**config.mk**
```make
export PLATFORM = sky130hd
export DESIGN_NAME = sweep_atten
export DESIGN_NICKNAME = d
export VERILOG_FILES = /design/src/rtl/sweep_atten_pkg.sv /design/src/rtl/sweep_atten_regs.sv /design/src/rtl/sweep_atten_scale.sv /design/src/rtl/sweep_atten.sv
export SDC_FILE = /design/constraint.sdc
export NUM_CORES = 1
export LEC_CHECK = 0
export BUFFER_PORTS_ARGS = -buffer_cell sky130_fd_sc_hd__buf_4
export CELL_PAD_IN_SITES_DETAIL_PLACEMENT = 1
export CELL_PAD_IN_SITES_GLOBAL_PLACEMENT = 1
export CORE_MARGIN = 5
export CORE_UTILIZATION = 50
export CTS_CLUSTER_SIZE = 30
export DETAILED_ROUTE_END_ITERATION = 8
export GPL_TIMING_DRIVEN = 0
export PLACE_DENSITY = 0.86
export SYNTH_ARGS = -nofsm -noshare
export SYNTH_HDL_FRONTEND = slang
export SYNTH_SLANG_ARGS = --single-unit
```
**constraint.sdc**
```tcl
create_clock -name clk_i -period 9.55 [get_ports clk_i]
set_input_delay 0.4775 -clock clk_i [delete_from_list [all_inputs] [get_ports clk_i]]
set_output_delay 0.4775 -clock clk_i [all_outputs]
set_load 0.02 [all_outputs]
```
**src/rtl/sweep_atten_pkg.sv**
```systemverilog
package sweep_atten_pkg;
  typedef enum logic [1:0] {
    SEL_NONE = 2'd0,
    SEL_LO   = 2'd1,
    SEL_HI   = 2'd2
  } reg_sel_e;
endpackage

```
**src/rtl/sweep_atten_regs.sv**
```systemverilog
module sweep_atten_regs
  import sweep_atten_pkg::*;
#(
  parameter int AW      = 8,
  parameter int DW      = 8,
  parameter int CW      = 10,
  parameter int ADDR_LO = 75,
  parameter int ADDR_HI = 76,
  localparam int HW     = CW - DW,
  localparam int POL_B  = HW,
  localparam int XW     = DW - HW - 1
) (
  input  logic          clk_i,
  input  logic          rst_ni,
  input  logic [AW-1:0] bus_addr_i,
  input  logic [DW-1:0] bus_data_i,
  input  logic          bus_valid_i,
  output logic [CW-1:0] code_o,
  output logic          pol_o,
  output logic [XW-1:0] aux_o,
  output logic          wr_hi_o,
  output logic          wr_any_o
);
  logic          stb_q1, stb_q2;
  logic [AW-1:0] addr_h;
  logic [DW-1:0] data_h;
  logic [DW-1:0] lo_q;
  logic          fall;
  reg_sel_e      sel;

  always_ff @(posedge clk_i or negedge rst_ni) begin
    if (!rst_ni) begin
      stb_q1 <= 1'b0;
      stb_q2 <= 1'b0;
      addr_h <= '0;
      data_h <= '0;
    end else begin
      stb_q1 <= bus_valid_i;
      stb_q2 <= stb_q1;
      if (bus_valid_i) begin
        addr_h <= bus_addr_i;
        data_h <= bus_data_i;
      end
    end
  end

  assign fall = stb_q2 & ~stb_q1;

  always_comb begin
    sel = SEL_NONE;
    if (fall) begin
      if (addr_h == AW'(ADDR_LO))      sel = SEL_LO;
      else if (addr_h == AW'(ADDR_HI)) sel = SEL_HI;
    end
  end

  assign wr_hi_o  = (sel == SEL_HI);
  assign wr_any_o = fall;

  // applied factor only moves on the high write
  always_ff @(posedge clk_i or negedge rst_ni) begin
    if (!rst_ni) begin
      lo_q   <= '0;
      code_o <= '0;
      pol_o  <= 1'b0;
      aux_o  <= '0;
    end else begin
      case (sel)
        SEL_LO: lo_q <= data_h;
        SEL_HI: begin
          code_o <= {data_h[HW-1:0], lo_q};
          pol_o  <= data_h[POL_B];
          aux_o  <= data_h[DW-1:POL_B+1];
        end
        default: ;
      endcase
    end
  end
endmodule

```
**src/rtl/sweep_atten_scale.sv**
```systemverilog
module sweep_atten_scale #(
  parameter int IW   = 16,
  parameter int CW   = 10,
  localparam int PW  = IW + CW + 1,
  localparam int EW  = IW + 1
) (
  input  logic                 clk_i,
  input  logic                 rst_ni,
  input  logic [CW-1:0]        code_i,
  input  logic                 pol_i,
  input  logic                 vld_i,
  input  logic signed [IW-1:0] x_i,
  output logic                 vld_o,
  output logic signed [IW-1:0] y_o
);
  localparam logic signed [EW-1:0] MAXV = EW'((1 <<< (IW-1)) - 1);
  localparam logic signed [EW-1:0] MINV = -EW'(1 <<< (IW-1));

  logic signed [PW-1:0] prod_q;
  logic                 pol_q, vld_q;
  logic signed [PW-1:0] shifted;
  logic signed [EW-1:0] ext, sel;
  logic signed [IW-1:0] sat;

  always_ff @(posedge clk_i or negedge rst_ni) begin
    if (!rst_ni) begin
      prod_q <= '0;
      pol_q  <= 1'b0;
      vld_q  <= 1'b0;
    end else begin
      vld_q  <= vld_i;
      pol_q  <= pol_i;
      prod_q <= PW'(x_i) * $signed({1'b0, code_i});
    end
  end

  // arithmetic shift floors toward -inf
  assign shifted = prod_q >>> CW;
  assign ext     = shifted[EW-1:0];
  assign sel     = pol_q ? ext : -ext;

  always_comb begin
    if (sel > MAXV)      sat = MAXV[IW-1:0];
    else if (sel < MINV) sat = MINV[IW-1:0];
    else                 sat = sel[IW-1:0];
  end

  always_ff @(posedge clk_i or negedge rst_ni) begin
    if (!rst_ni) begin
      vld_o <= 1'b0;
      y_o   <= '0;
    end else begin
      vld_o <= vld_q;
      if (vld_q) y_o <= sat;
    end
  end
endmodule

```
**src/rtl/sweep_atten.sv**
```systemverilog
module sweep_atten #(
  parameter int AW      = 8,
  parameter int DW      = 8,
  parameter int CW      = 10,
  parameter int IW      = 16,
  parameter int ADDR_LO = 75,
  parameter int ADDR_HI = 76,
  localparam int XW     = DW - (CW - DW) - 1
) (
  input  logic          clk_i,
  input  logic          rst_ni,
  input  logic [AW-1:0] bus_addr_i,
  input  logic [DW-1:0] bus_data_i,
  input  logic          bus_valid_i,
  input  logic          smp_valid_i,
  input  logic [IW-1:0] smp_data_i,
  output logic          smp_valid_o,
  output logic [IW-1:0] smp_data_o,
  output logic [XW-1:0] aux_o
);
  logic [CW-1:0] act_code;
  logic          act_pol;
  logic          wr_hi, wr_any;
  logic signed [IW-1:0] y;

  sweep_atten_regs #(
    .AW(AW), .DW(DW), .CW(CW), .ADDR_LO(ADDR_LO), .ADDR_HI(ADDR_HI)
  ) u_regs (
    .clk_i      (clk_i),
    .rst_ni     (rst_ni),
    .bus_addr_i (bus_addr_i),
    .bus_data_i (bus_data_i),
    .bus_valid_i(bus_valid_i),
    .code_o     (act_code),
    .pol_o      (act_pol),
    .aux_o      (aux_o),
    .wr_hi_o    (wr_hi),
    .wr_any_o   (wr_any)
  );

  sweep_atten_scale #(.IW(IW), .CW(CW)) u_scale (
    .clk_i (clk_i),
    .rst_ni(rst_ni),
    .code_i(act_code),
    .pol_i (act_pol),
    .vld_i (smp_valid_i),
    .x_i   ($signed(smp_data_i)),
    .vld_o (smp_valid_o),
    .y_o   (y)
  );

  assign smp_data_o = y;
endmodule

```
==> reports/qor.csv <==
stage,metric,value,unit
status,status,completed,
route,DR DRC count,0,
yosys,Netlist cell types,55,
finish,fin area,10100,µm²
die,Site Rows,49,
worst_setup_path,CP most frequent cell,fa_1,
yosys,YS warnings,0,
die,Initial Utilization,50.8,%
yosys,post-synthesis mux area share,4.92,%
placement,HPWL Detailed,18300,µm
clock_network,number of CTS-inserted buffers,9,
clock_network,CTS Buffer Depth,2,
clock_network,CTS resizes,0,
clock_network,Setup Buffers After CTS,0,
sta,RSZ-0062 raised after global routing,false,
placement,gpl congestion,0.849,
worst_setup_path,Worst Path Arrival,6.55,ns
die,die area,21100,µm²
yosys,asr flop ratio synth,100,%
clock_network,htree depth,3,
clock_network,later-pin clock latency in the skew report,0.34,ns
global_route,first-pass GRT wire length,39000,µm
global_route,vias in the first global route,7778,
flow_run,max-cap violation count,0,
yosys,sequential share of the synthesized area,21.3,%
sta,setup slack after layout,3.25,ns
global_route,largest net degree at the start of global routing,79,
worst_setup_path,WP buf/inv,5,
clock_network,"Reg clk slew, reported paths",0.06,ns
route,WL/cell,18.6,µm
finish,Area Growth Syn to Fin,9.88,%
worst_setup_path,Worst Setup End Kind,flop,
sta,worst clock skew,0.00759,ns
yosys,Mapped Area,9150,µm²
finish,Nets,1231,
die,Die Ht,145,µm
route,final WL,22800,µm
yosys,ys flop type,dfrtp_1,
clock_network,CTS tree,built,
clock_network,CTS Root Buffer Type,clkbuf_16,
finish,diodes inserted,0,
yosys,simple-gate share of the synthesized area,13.1,%
placement,placed instance area,9760,µm²
sta,setup_tns,0,ns
yosys,compound-gate portion of the synthesized area,6.56,%
sta,period utilization,66.0,%
yosys,Syn Inst Count,938,
power,Lkg Pwr,5.22,nW
sta,actual slew at the worst max-slew pin,0.947,ns
worst_setup_path,crit-path cells,"clkbuf_1, clkbuf_1, nand2_1, fa_1, fa_1, fa_1, inv_1, fa_1, inv_1, fa_1, inv_1, ha_1, a21o_1, a21oi_1, o31a_1, a2bb2oi_1, o21ai_0, a311oi_1, xnor2_1",
global_route,total gr overflow,0,
route,vias per cell,5.31,
global_route,antenna violations before repair,1,
route,detailed-router iteration count before antenna repair,4,
route,antenna-violating nets left,0,
yosys,"flops & latches, synth",78,
placement,PortBufs,43,
power,VDD IR max,0.170,mV
power,Pwr Density,107,nW/µm²
route,Initial DRC Count,207,
yosys,main combinational cell family by area after synthesis,adder cells,
die,Core ar.,18000,µm²
min_path,hold crit path type,in2reg,
sta,"Slew Viols, Final",0,
sta,fin crit period,6.30,ns
sta,"Hold Violations, Final",0,
worst_setup_path,CP Max Fanout,10,
route,DR vias,6514,
worst_setup_path,CP max stage cell,fa_1,
sta,final setup vio count,0,
yosys,post-synth net total,1177,
sta,Max-Slew Margin vs Limit,36.8,%
die,IO Count,58,
yosys,xor and xnor fraction of the mapped netlist area,3.44,%
worst_setup_path,Crit path required time,9.79,ns
yosys,Mean Syn Cell Area,9.76,µm²
clock_network,CTS sink count,78,
placement,dpl ws,3.33,ns
worst_setup_path,"delay-heaviest family, CP",adder cells,
die,Die Span X,145,µm
global_route,All-Layer GR Usage,22.8,%
clock_network,"Hold-fix buffers, CTS",0,
finish,share of post-route cells with drive strength above 1,13.1,%
worst_setup_path,Crit Path Class,reg2reg,
yosys,"EDFF count, synth",0,
yosys,post-synthesis adder-cell area fraction,39.6,%
sta,Fmax,159,MHz
worst_setup_path,slowest cell delay on critical path,0.55,ns
worst_setup_path,Startpoint Class,flop,
==> flip-flops by register name, indices dropped and copies added, names as in the netlist, 5 cells and up <==
signal          flops
u_regs.addr_h       8
u_regs.aux_o        5
u_regs.code_o      10
u_regs.data_h       8
u_regs.lo_q         8
u_scale.prod_q     17
u_scale.y_o        16
==> cell usage in the layout, fill, tap and decap left out, drive strengths merged, types with 4 or more instances in the layout <==
cell type	netlist	layout
o21ai	9	9
buf	6	49
a21oi	26	26
ha	59	59
xnor2	17	17
and2	70	70
nor2	34	34
xor2	19	19
nand2	99	99
a31oi	5	5
a21o	6	6
nand3	6	6
fa	144	144
mux2	40	40
nor3	6	6
clkbuf	30	42
inv	228	229
nor2b	4	4
dfrtp	78	78
o22ai	14	14
==> cell type report <==
class | instances | area, µm²
clock inverters | 4 | 28.8
multi-input cells | 596 | 6190
clock buffers | 12 | 267
repair buffers | 43 | 323
inverters | 228 | 856
fillers | 2050 | 7970
well taps | 229 | 287
plain buffers | 36 | 155
flip-flops and latches | 78 | 1950
==> path summary, 6_finish.rpt <==
check	start	endpoint	slack (ns)	depth (start not counted)
worst max-delay path	u_regs.code_o[7]	u_scale.prod_q[20]	3.25	19
worst min-delay path	smp_valid_i	u_scale.vld_q	0.25	1
worst max register to register	u_regs.code_o[7]	u_scale.prod_q[20]	3.25	19
worst min register to register	u_scale.vld_q	u_scale.vld_o	0.38	0
max in group asynchronous	rst_ni	u_scale.y_o[0]	8.65	1
min in group asynchronous	rst_ni	u_regs.data_h[3]	0.30	1
==> power breakdown <==
group	switching, mW	leakage [nW]	internal (mW)
Combinational	0.201	4.05	0.146
Clock	0.133	0.141	0.198
Sequential	0.0300	1.03	0.374
==> Yosys cell counts, types with 2 or more instances <==
library cell / number / area [µm²]
mux2_2: 40 / 450
a31oi_1: 5 / 31.3
ha_1: 59 / 738
o22ai_2: 10 / 125
a21o_1: 6 / 45.0
nor2b_1: 4 / 25.0
xor2_1: 19 / 166
fa_1: 144 / 2880
buf_6: 2 / 22.5
nor2_2: 10 / 62.6
nand3_1: 6 / 30.0
buf_1: 2 / 7.51
nor2_1: 23 / 86.3
inv_1: 228 / 856
a21oi_1: 25 / 125
a221oi_1: 2 / 17.5
nor3_1: 6 / 30.0
o22ai_1: 4 / 25.0
o21ai_0: 9 / 45.0
and2_1: 70 / 438
xnor2_1: 17 / 149
a311oi_1: 2 / 17.5
a211oi_1: 3 / 22.5
nand2_1: 98 / 368
nand4_1: 3 / 18.8
and3_1: 2 / 12.5
or4_1: 2 / 15.0
dfrtp_1: 78 / 1950
o21a_1: 3 / 22.5
o31ai_1: 2 / 15.0
clkbuf_1: 30 / 113
==> layer usage <==
metal / global-route usage, % / up-vias / share of wire, %
met4: 7.04 / 0 / 2.9
met2: 42.8 / 130 / 54
met1: 26.7 / 3400 / 39
met5: 0 / - / 0
met3: 3.62 / 42 / 3.8
li1: - / 2942 / -
==> through the flow <==
stage / utilization, % / power [mW] / std cells / hold WS (ns)
after global placement: 54.2 / 0.738 / 1210 / 0.358
after detailed placement: 54.2 / 0.753 / 1210 / 0.370
after global routing: 55.8 / 1.14 / 1226 / 0.241
final: 55.8 / 1.08 / 1226 / 0.252
after floorplan: - / 0.635 / 938 / 0.182
after CTS: 55.8 / 1.09 / 1226 / 0.239
==> worst register-to-register path: stages (launching register included) <==
cell and delay, ns:
dfrtp_1 0.33, clkbuf_1 0.47, clkbuf_1 0.55, nand2_1 0.15, fa_1 0.43, fa_1 0.51, fa_1 0.55, inv_1 0.05
fa_1 0.49, inv_1 0.05, fa_1 0.47, inv_1 0.04, ha_1 0.30, a21o_1 0.20, a21oi_1 0.23, o31a_1 0.29
a2bb2oi_1 0.40, o21ai_0 0.18, a311oi_1 0.34, xnor2_1 0.17
==> kinds of logic (layout without fill, tap and decap cells) <==
| logic type | count (synthesis) | count (layout) |
|---|---|---|
| muxes | 40 | 40 |
| DFF | 78 | 78 |
| and+or+nand+nor | 235 | 235 |
| buffers and inverters | 264 | 323 |
| AOI/OAI and AO/OA | 82 | 82 |
| adders and majority gates | 203 | 203 |
| xor gates and xnor gates | 36 | 36 |
Note: power is estimated with default switching activity, not from simulation.
